[config.mk]
export PLATFORM = sky130hd
export DESIGN_NAME = median9_net
export DESIGN_NICKNAME = d
export VERILOG_FILES = /design/src/rtl/median9_pkg.sv /design/src/rtl/median9_sort3.sv /design/src/rtl/median9_rank.sv /design/src/rtl/median9_net.sv
export SDC_FILE = /design/constraint.sdc
export NUM_CORES = 1
export LEC_CHECK = 0
export ABC_AREA = 0
export BUFFER_PORTS_ARGS = -buffer_cell sky130_fd_sc_hd__buf_4
export CAP_MARGIN = 0
export CORE_MARGIN = 2
export CORE_UTILIZATION = 50
export CTS_CLUSTER_DIAMETER = 40
export CTS_CLUSTER_SIZE = 14
export DETAILED_ROUTE_END_ITERATION = 8
export PLACE_DENSITY = 0.68
export SLEW_MARGIN = 40
export SYNTH_ARGS = -nofsm -noshare
export SYNTH_HDL_FRONTEND = slang
export SYNTH_SLANG_ARGS = --single-unit
[constraint.sdc]
create_clock -name clk_i -period 9.8 [get_ports clk_i]
set_clock_uncertainty 0.1 [all_clocks]
set_input_delay 0 -clock clk_i [delete_from_list [all_inputs] [get_ports clk_i]]
set_output_delay 0 -clock clk_i [all_outputs]
set_load 0.02 [all_outputs]
[src/rtl/median9_pkg.sv]
package median9_pkg;
  localparam int unsigned LANES = 3;
  localparam int unsigned WIN   = LANES * LANES;
  // slot order inside a sorted triple
  localparam int unsigned HI  = 0;
  localparam int unsigned MID = 1;
  localparam int unsigned LO  = 2;
endpackage

[src/rtl/median9_sort3.sv]
module median9_sort3 #(
  parameter int unsigned W = 8
) (
  input  logic [W-1:0] a_i,
  input  logic [W-1:0] b_i,
  input  logic [W-1:0] c_i,
  output logic [W-1:0] hi_o,
  output logic [W-1:0] mid_o,
  output logic [W-1:0] lo_o
);
  logic         ab_ge, hc_ge, tl_ge;
  logic [W-1:0] h1, l1, rest;

  // non-strict compares keep ties stable
  always_comb begin
    ab_ge = a_i >= b_i;
    h1    = ab_ge ? a_i : b_i;
    l1    = ab_ge ? b_i : a_i;
    hc_ge = h1 >= c_i;
    hi_o  = hc_ge ? h1 : c_i;
    rest  = hc_ge ? c_i : h1;
    tl_ge = rest >= l1;
    mid_o = tl_ge ? rest : l1;
    lo_o  = tl_ge ? l1 : rest;
  end
endmodule

[src/rtl/median9_rank.sv]
module median9_rank
  import median9_pkg::*;
#(
  parameter int unsigned W = 8,
  parameter int unsigned N = 3
) (
  input  logic                     clk_i,
  input  logic                     rst_ni,
  input  logic                     vld_i,
  input  logic [N-1:0][2:0][W-1:0] trip_i,
  output logic                     vld_o,
  output logic [N-1:0][2:0][W-1:0] trip_o
);
  logic [N-1:0][2:0][W-1:0] sorted;

  for (genvar t = 0; t < N; t++) begin : g_cell
    median9_sort3 #(.W(W)) u_cell (
      .a_i  (trip_i[t][0]),
      .b_i  (trip_i[t][1]),
      .c_i  (trip_i[t][2]),
      .hi_o (sorted[t][HI]),
      .mid_o(sorted[t][MID]),
      .lo_o (sorted[t][LO])
    );


    rank_order_chk: assert property (@(posedge clk_i) disable iff (!rst_ni)
      vld_o |-> (trip_o[t][HI] >= trip_o[t][MID]) && (trip_o[t][MID] >= trip_o[t][LO]));
  end

  always_ff @(posedge clk_i or negedge rst_ni) begin
    if (!rst_ni) begin
      vld_o  <= 1'b0;
      trip_o <= '0;
    end else begin
      vld_o  <= vld_i;
      trip_o <= sorted;
    end
  end
endmodule

[src/rtl/median9_net.sv]
module median9_net
  import median9_pkg::*;
#(
  parameter int unsigned W = 8,
  localparam int unsigned PW = WIN * W
) (
  input  logic          clk_i,
  input  logic          rst_ni,
  input  logic          valid_i,
  input  logic [PW-1:0] pix_i,
  output logic [W-1:0]  max_o,
  output logic [W-1:0]  min_o,
  output logic          max_valid_o,
  output logic          min_valid_o,
  output logic [W-1:0]  med_o,
  output logic          med_valid_o,
  output logic [W-1:0]  max_late_o,
  output logic [W-1:0]  min_late_o
);
  logic [2:0][2:0][W-1:0] s1_in, s1, s2_in, s2;
  logic [0:0][2:0][W-1:0] s3_in, s3;
  logic                   v1, v2, v3;
  logic [W-1:0]           max_d1, min_d1;

  // stage 1 takes rows, stage 2 takes the transposed rank groups
  for (genvar r = 0; r < LANES; r++) begin : g_row
    for (genvar k = 0; k < LANES; k++) begin : g_col
      assign s1_in[r][k] = pix_i[(r*LANES+k)*W +: W];
      assign s2_in[r][k] = s1[k][r];
    end
  end

  assign s3_in[0][0] = s2[HI][LO];
  assign s3_in[0][1] = s2[MID][MID];
  assign s3_in[0][2] = s2[LO][HI];

  median9_rank #(.W(W), .N(LANES)) u_rows (
    .clk_i, .rst_ni, .vld_i(valid_i), .trip_i(s1_in), .vld_o(v1), .trip_o(s1));
  median9_rank #(.W(W), .N(LANES)) u_groups (
    .clk_i, .rst_ni, .vld_i(v1), .trip_i(s2_in), .vld_o(v2), .trip_o(s2));
  median9_rank #(.W(W), .N(1)) u_diag (
    .clk_i, .rst_ni, .vld_i(v2), .trip_i(s3_in), .vld_o(v3), .trip_o(s3));

  always_ff @(posedge clk_i or negedge rst_ni) begin
    if (!rst_ni) begin
      med_valid_o <= 1'b0;
      med_o       <= '0;
      max_d1      <= '0;
      min_d1      <= '0;
      max_late_o  <= '0;
      min_late_o  <= '0;
    end else begin
      med_valid_o <= v3;
      med_o       <= s3[0][MID];
      max_d1      <= s2[HI][HI];
      min_d1      <= s2[LO][LO];
      max_late_o  <= max_d1;
      min_late_o  <= min_d1;
    end
  end

  assign max_o       = s2[HI][HI];
  assign min_o       = s2[LO][LO];
  assign max_valid_o = v2;
  assign min_valid_o = v2;


  ext_lat_chk: assert property (@(posedge clk_i) disable iff (!rst_ni)
    valid_i |-> ##2 (max_valid_o && min_valid_o));

  ext_idle_chk: assert property (@(posedge clk_i) disable iff (!rst_ni)
    !valid_i |-> ##2 (!max_valid_o && !min_valid_o));

  med_lat_chk: assert property (@(posedge clk_i) disable iff (!rst_ni)
    valid_i |-> ##4 med_valid_o);

  med_idle_chk: assert property (@(posedge clk_i) disable iff (!rst_ni)
    !valid_i |-> ##4 !med_valid_o);

  late_align_chk: assert property (@(posedge clk_i) disable iff (!rst_ni)
    max_valid_o |-> ##2 (max_late_o == $past(max_o, 2) && min_late_o == $past(min_o, 2)));

  late_order_chk: assert property (@(posedge clk_i) disable iff (!rst_ni)
    med_valid_o |-> (min_late_o <= med_o && med_o <= max_late_o));

  diag_bound_chk: assert property (@(posedge clk_i) disable iff (!rst_ni)
    v3 |-> (s3[0][HI] <= max_d1 && s3[0][LO] >= min_d1));

  for (genvar g = 0; g < LANES; g++) begin : g_bnd
    for (genvar e = 0; e < LANES; e++) begin : g_el

      ext_bound_chk: assert property (@(posedge clk_i) disable iff (!rst_ni)
        v2 |-> (s2[g][e] <= max_o && s2[g][e] >= min_o));
    end
  end
endmodule

Word-level counts from Yosys, hierarchy flattened
Cells that the tools add are included.
- flip-flop bits (word level): 164
- muxes and demuxes: 36
- order comparisons: 21
- operators with widths (operator ; number):
    two-way mux 8 bit ; 36
    >= comparator 8 bit ; 21

Longest topological paths before layout
- depth in word-level cells: 6
- mapped depth: 24
- depth with buffers taken out: 20

Hierarchy
A second synthesis with hierarchy kept.
- cell total of the unflattened synthesis: 1459
- area, all modules: 14236.2 µm²
- by module, submodules not included (module ; area an instance (µm²) ; instances ; cells each):
    median9_sort3 (u_diag.g_cell[0].u_cell ...) ; 1298.7 ; 4 ; 178
    median9_rank (u_groups ...) ; 1826.8 ; 2 ; 73
    median9_sort3 (u_groups.g_cell[0].u_cell ...) ; 1229.9 ; 2 ; 178
    median9_sort3 (u_rows.g_cell[2].u_cell) ; 1268.7 ; 1 ; 178
    median9_net ; 1033.5 ; 1 ; 42
    median9_rank (u_diag) ; 625.6 ; 1 ; 25

Worst setup path before layout
OpenSTA, ideal clock, no wires.
- kind: in2reg
- from: input port pix_i[38]
- to: register u_rows.trip_o[32] (netlist bit)
- path slack: 4871 ps
- arrival time: 4706 ps
- stages: 24
- path through: inv_1 -> ha_1 -> and3_1 -> a221o_1 -> a41oi_2 -> buf_6 -> buf_12 -> mux2i_1 -> inv_1 -> ha_1 -> a21o_1 -> a221oi_1 -> o21ai_0 -> buf_2 -> clkbuf_1 -> nand2_1 -> o21ai_1 -> ha_1 -> a21o_1 -> a221oi_1 -> o21ai_1 -> buf_2 -> o21a_2 -> o221a_2
- cells in the longest elaborated chain, start to end: 6
- elaborated cells between the ends (all ways): 7
- RTL lines (element ; line ; source):
    from (decl) ; median9_net.sv:10 ; input logic [PW-1:0] pix_i,
    >= comparator 8 bit ; median9_sort3.sv:16 ; ab_ge = a_i >= b_i;
    two-way mux 8 bit ; median9_sort3.sv:17 ; h1 = ab_ge ? a_i : b_i;
    >= comparator 8 bit ; median9_sort3.sv:19 ; hc_ge = h1 >= c_i;
    two-way mux 8 bit ; median9_sort3.sv:21 ; rest = hc_ge ? c_i : h1;
    >= comparator 8 bit ; median9_sort3.sv:22 ; tl_ge = rest >= l1;
    two-way mux 8 bit (*) ; median9_sort3.sv:23 ; mid_o = tl_ge ? rest : l1;
    named net u_rows.g_cell[1].u_cell.mid_o[0] ; median9_sort3.sv:8 ; output logic [W-1:0] mid_o,
    to (signal assigned) ; median9_rank.sv:37 ; trip_o <= sorted;
    to (decl) ; median9_rank.sv:12 ; output logic [N-1:0][2:0][W-1:0] trip_o
Mark *: on every way through the listed nets, which the timed path passes. The rest lies on a longest branch.

Final worst setup path
- from: input port pix_i[38]
- to: register u_rows.trip_o[38] (netlist bit)
The elaborated chain is that of the path after synthesis.

==> impl_metrics.env <==
export IMPL_status="finished, final reports clean"
export IMPL_final_setup_worst_slack_ps=2994
export IMPL_cts_root_buf="clkbuf_16"
export IMPL_core_um2=23470
export IMPL_crit_fanout=31
export IMPL_drv_cap=0
export IMPL_start_util_pct=50.80
export IMPL_final_nets=1746
export IMPL_worst_pin_slew_ps=798.7
export IMPL_cts_sinks=164
export IMPL_hold_viol_final=0
export IMPL_yosysWarnings=0
export IMPL_die_area_um2=25100
export IMPL_syn2layout_area_growth_pct=23.89
export IMPL_max_freq_ghz=0.1469
export IMPL_setup_viol=0
export IMPL_rsz0062_at_grt="false"
export IMPL_synth_most_common_cell="ha_1"
export IMPL_first_pass_iters=6
export IMPL_die_h_um=158.4
export IMPL_ys_ff_latch=164
export IMPL_syn_nets=1546
export IMPL_hold_path_class="in -> reg"
export IMPL_routed_via_density=5.547
export IMPL_clk_latency_ps=430
export IMPL_ys_top_cells_by_count="ha_1, dfrtp_1, inv_1"
export IMPL_wl_met1_um=13050
export IMPL_cts_buffers_inserted=17
export IMPL_vias=10180
export IMPL_ys_seq_area_share_pct=34.42
export IMPL_clk_pin_slew_worst_paths_ps=60
export IMPL_drtAntennaViolNets=0
export IMPL_startpoint_type="input pin"
export IMPL_crit_type="in -> reg"
export IMPL_slowest_delay_ps=630
export IMPL_drt_total_wl_um=29990
export IMPL_synth_area_per_cell_um2=9.151
export IMPL_globalRouteTotalUtil_pct=24.38
export IMPL_clock_path_buffers=2
export IMPL_first_iter_violations=750
export IMPL_fin_tns_setup_ps=0
export IMPL_fillCellCount=1951
export IMPL_num_io_pins=118
export IMPL_drive_above_1_share_pct=16.03
export IMPL_yosys_top_cells_area="dfrtp_1, ha_1, mux2i_1"
export IMPL_numPortBuffers=117
export IMPL_maxSlewViolCount=0
export IMPL_netlist_area_um2=11920
export IMPL_critPathCaptureType="flip-flop"
export IMPL_grt_max_degree=108
export IMPL_cp_data_required_time_ps=10050
export IMPL_synth_main_ff_cell="dfrtp_1"
export IMPL_synth_top_area_share_pct=34.42
export IMPL_gp_congestion=0.9438
export IMPL_arrival_ps=7060
export IMPL_drc=0
export IMPL_grt_first_pass_wirelength_um=47800
export IMPL_final_seq_area_um2=4104
export IMPL_dr_max_layer_used="met4"
export IMPL_antenna_found_initial=0
export IMPL_hpwl_um=22870
export IMPL_synth_async_reset_ratio_pct=100.0
export IMPL_crit_chain="dlygate4sd3_1, buf_4, inv_1, ha_1, and3_1, a221o_1, a41oi_2, buf_4, mux2i_1, inv_1, ha_1, and3_1, o2111ai_1, o21ai_2, buf_4, o21ai_0, ha_1, and3_1, a221oi_1, o21a_1, nor3_1, a21oi_2, o221a_2, dlygate4sd3_1"
export IMPL_grt_ovfl_total=0
export IMPL_post_cts_buffers=0
export IMPL_met3_length_um=1532
export IMPL_ys_types=48
export IMPL_cts_tree="done"
export IMPL_dr_wl_met2_um=14500
export IMPL_cp_slowest_cell="o21ai_2"
export IMPL_htree_levels=4
export IMPL_wl_per_cell_um=16.34
export IMPL_chipWidth_um=158.4
export IMPL_synth_top_area_cell="dfrtp_1"
export IMPL_fin_util_pct=62.94
export IMPL_first_global_vias=9502
export IMPL_layout_min_cycle_time_ps=6806
export IMPL_dp_slack_ps=3816
export IMPL_synth_edf_count=0
export IMPL_multi_input_area_um2=6882
export IMPL_rows=56
export IMPL_min_period_over_period_pct=69.45
export IMPL_synthCells=1303
export IMPL_slew_headroom_pct=46.63
export IMPL_diodes=0
==> layer usage <==
layer | vias to the layer above | track usage, %
met4 | 0 | 8.880
met1 | 4795 | 31.49
met5 | - | 0
li1 | 5064 | -
met3 | 49 | 4.028
met2 | 271 | 41.28
==> cell type report <==
| type | count | area share [%] |
|---|---|---|
| multi-input combinational | 916 | 46.58 |
| sequential | 164 | 27.78 |
| timing repair buffer | 244 | 14.58 |
| inverter | 160 | 4.065 |
| clock buffer | 18 | 2.973 |
| tap | 319 | 2.702 |
| clock inverter | 14 | 1.313 |
==> stage by stage <==
step                      instance area [um^2]  std cells  hold WS [ps]
after CTS                                14720       1833         5.675
final                                    14770       1835         34.49
after floorplan                          11920       1303        -395.6
after global placement                   12910       1684         12.29
after detailed placement                 12920       1684         1.132
after global routing                     14770       1835         58.27
==> cells in the final DEF (no fill, tap or decap), types with 3 or more instances in the layout <==
cell type	n
inv_8	3
a31oi_1	7
a222oi_1	14
and3_1	10
o21a_1	7
mux2i_1	64
clkinv_4	3
a211oi_1	13
nand2b_1	15
nor2_1	123
o21ai_0	72
mux2_2	17
a21oi_2	8
nand4_1	3
nand3_1	34
o221a_1	8
dlygate4sd3_1	118
dfrtp_1	164
a21o_1	31
nand2_1	76
a221oi_1	25
nor3_1	13
a21oi_1	113
o21ai_2	5
o221a_2	40
nor2b_1	12
clkbuf_16	17
ha_1	168
inv_1	160
buf_4	124
a221oi_2	3
bufinv_16	3
o2111ai_1	4
o21ai_1	9
o21a_2	3
==> critical path: cells and delay by family <==
kind | cells | cell delay, ps
AOI/OAI and AO/OA | 9 | 2920
adders and majority gates | 3 | 870
buffers and inverters | 7 | 2190
muxes | 1 | 340
and+or+nand+nor | 4 | 720
==> cell families after synthesis <==
logic type / after synthesis / synth area share, %
muxes: 81 / 6.978
adders and majority gates: 168 / 17.63
AOI/OAI and AO/OA: 373 / 21.93
DFF: 164 / 34.42
buffers and inverters: 223 / 8.174
and+or+nand+nor: 294 / 10.87
==> flip-flops by register name, indices dropped and copies added (netlist names), 8 cells and up <==
signal,count
med_o,8
min_late_o,8
u_rows.trip_o,72
max_d1,8
min_d1,8
u_diag.trip_o,8
u_groups.trip_o,40
max_late_o,8
==> path summary, 6_finish.rpt <==
| check | from | endpoint | slack, ps | cells after the start |
|---|---|---|---|---|
| max | pix_i[38] | u_rows.trip_o[38] | 2990 | 24 |
| min | pix_i[10] | u_rows.trip_o[2] | 30 | 3 |
| min in group asynchronous | rst_ni | u_groups.trip_o[55] | 490 | 3 |
| min reg2reg | max_d1[4] | max_late_o[4] | 250 | 0 |
| max in group asynchronous | rst_ni | u_rows.trip_o[15] | 8100 | 4 |
| max reg2reg | u_rows.trip_o[34] | u_groups.trip_o[36] | 3980 | 19 |
==> repair_timing <==
action,4_1_cts,5_1_grt
resized for setup,0,0
hold endpoints to repair,179,14
setup endpoints to repair,0,0
hold buffers,117,1
Power is not shown: default switching activity piles up to over one toggle a cycle in this logic, so the estimate is an artifact.
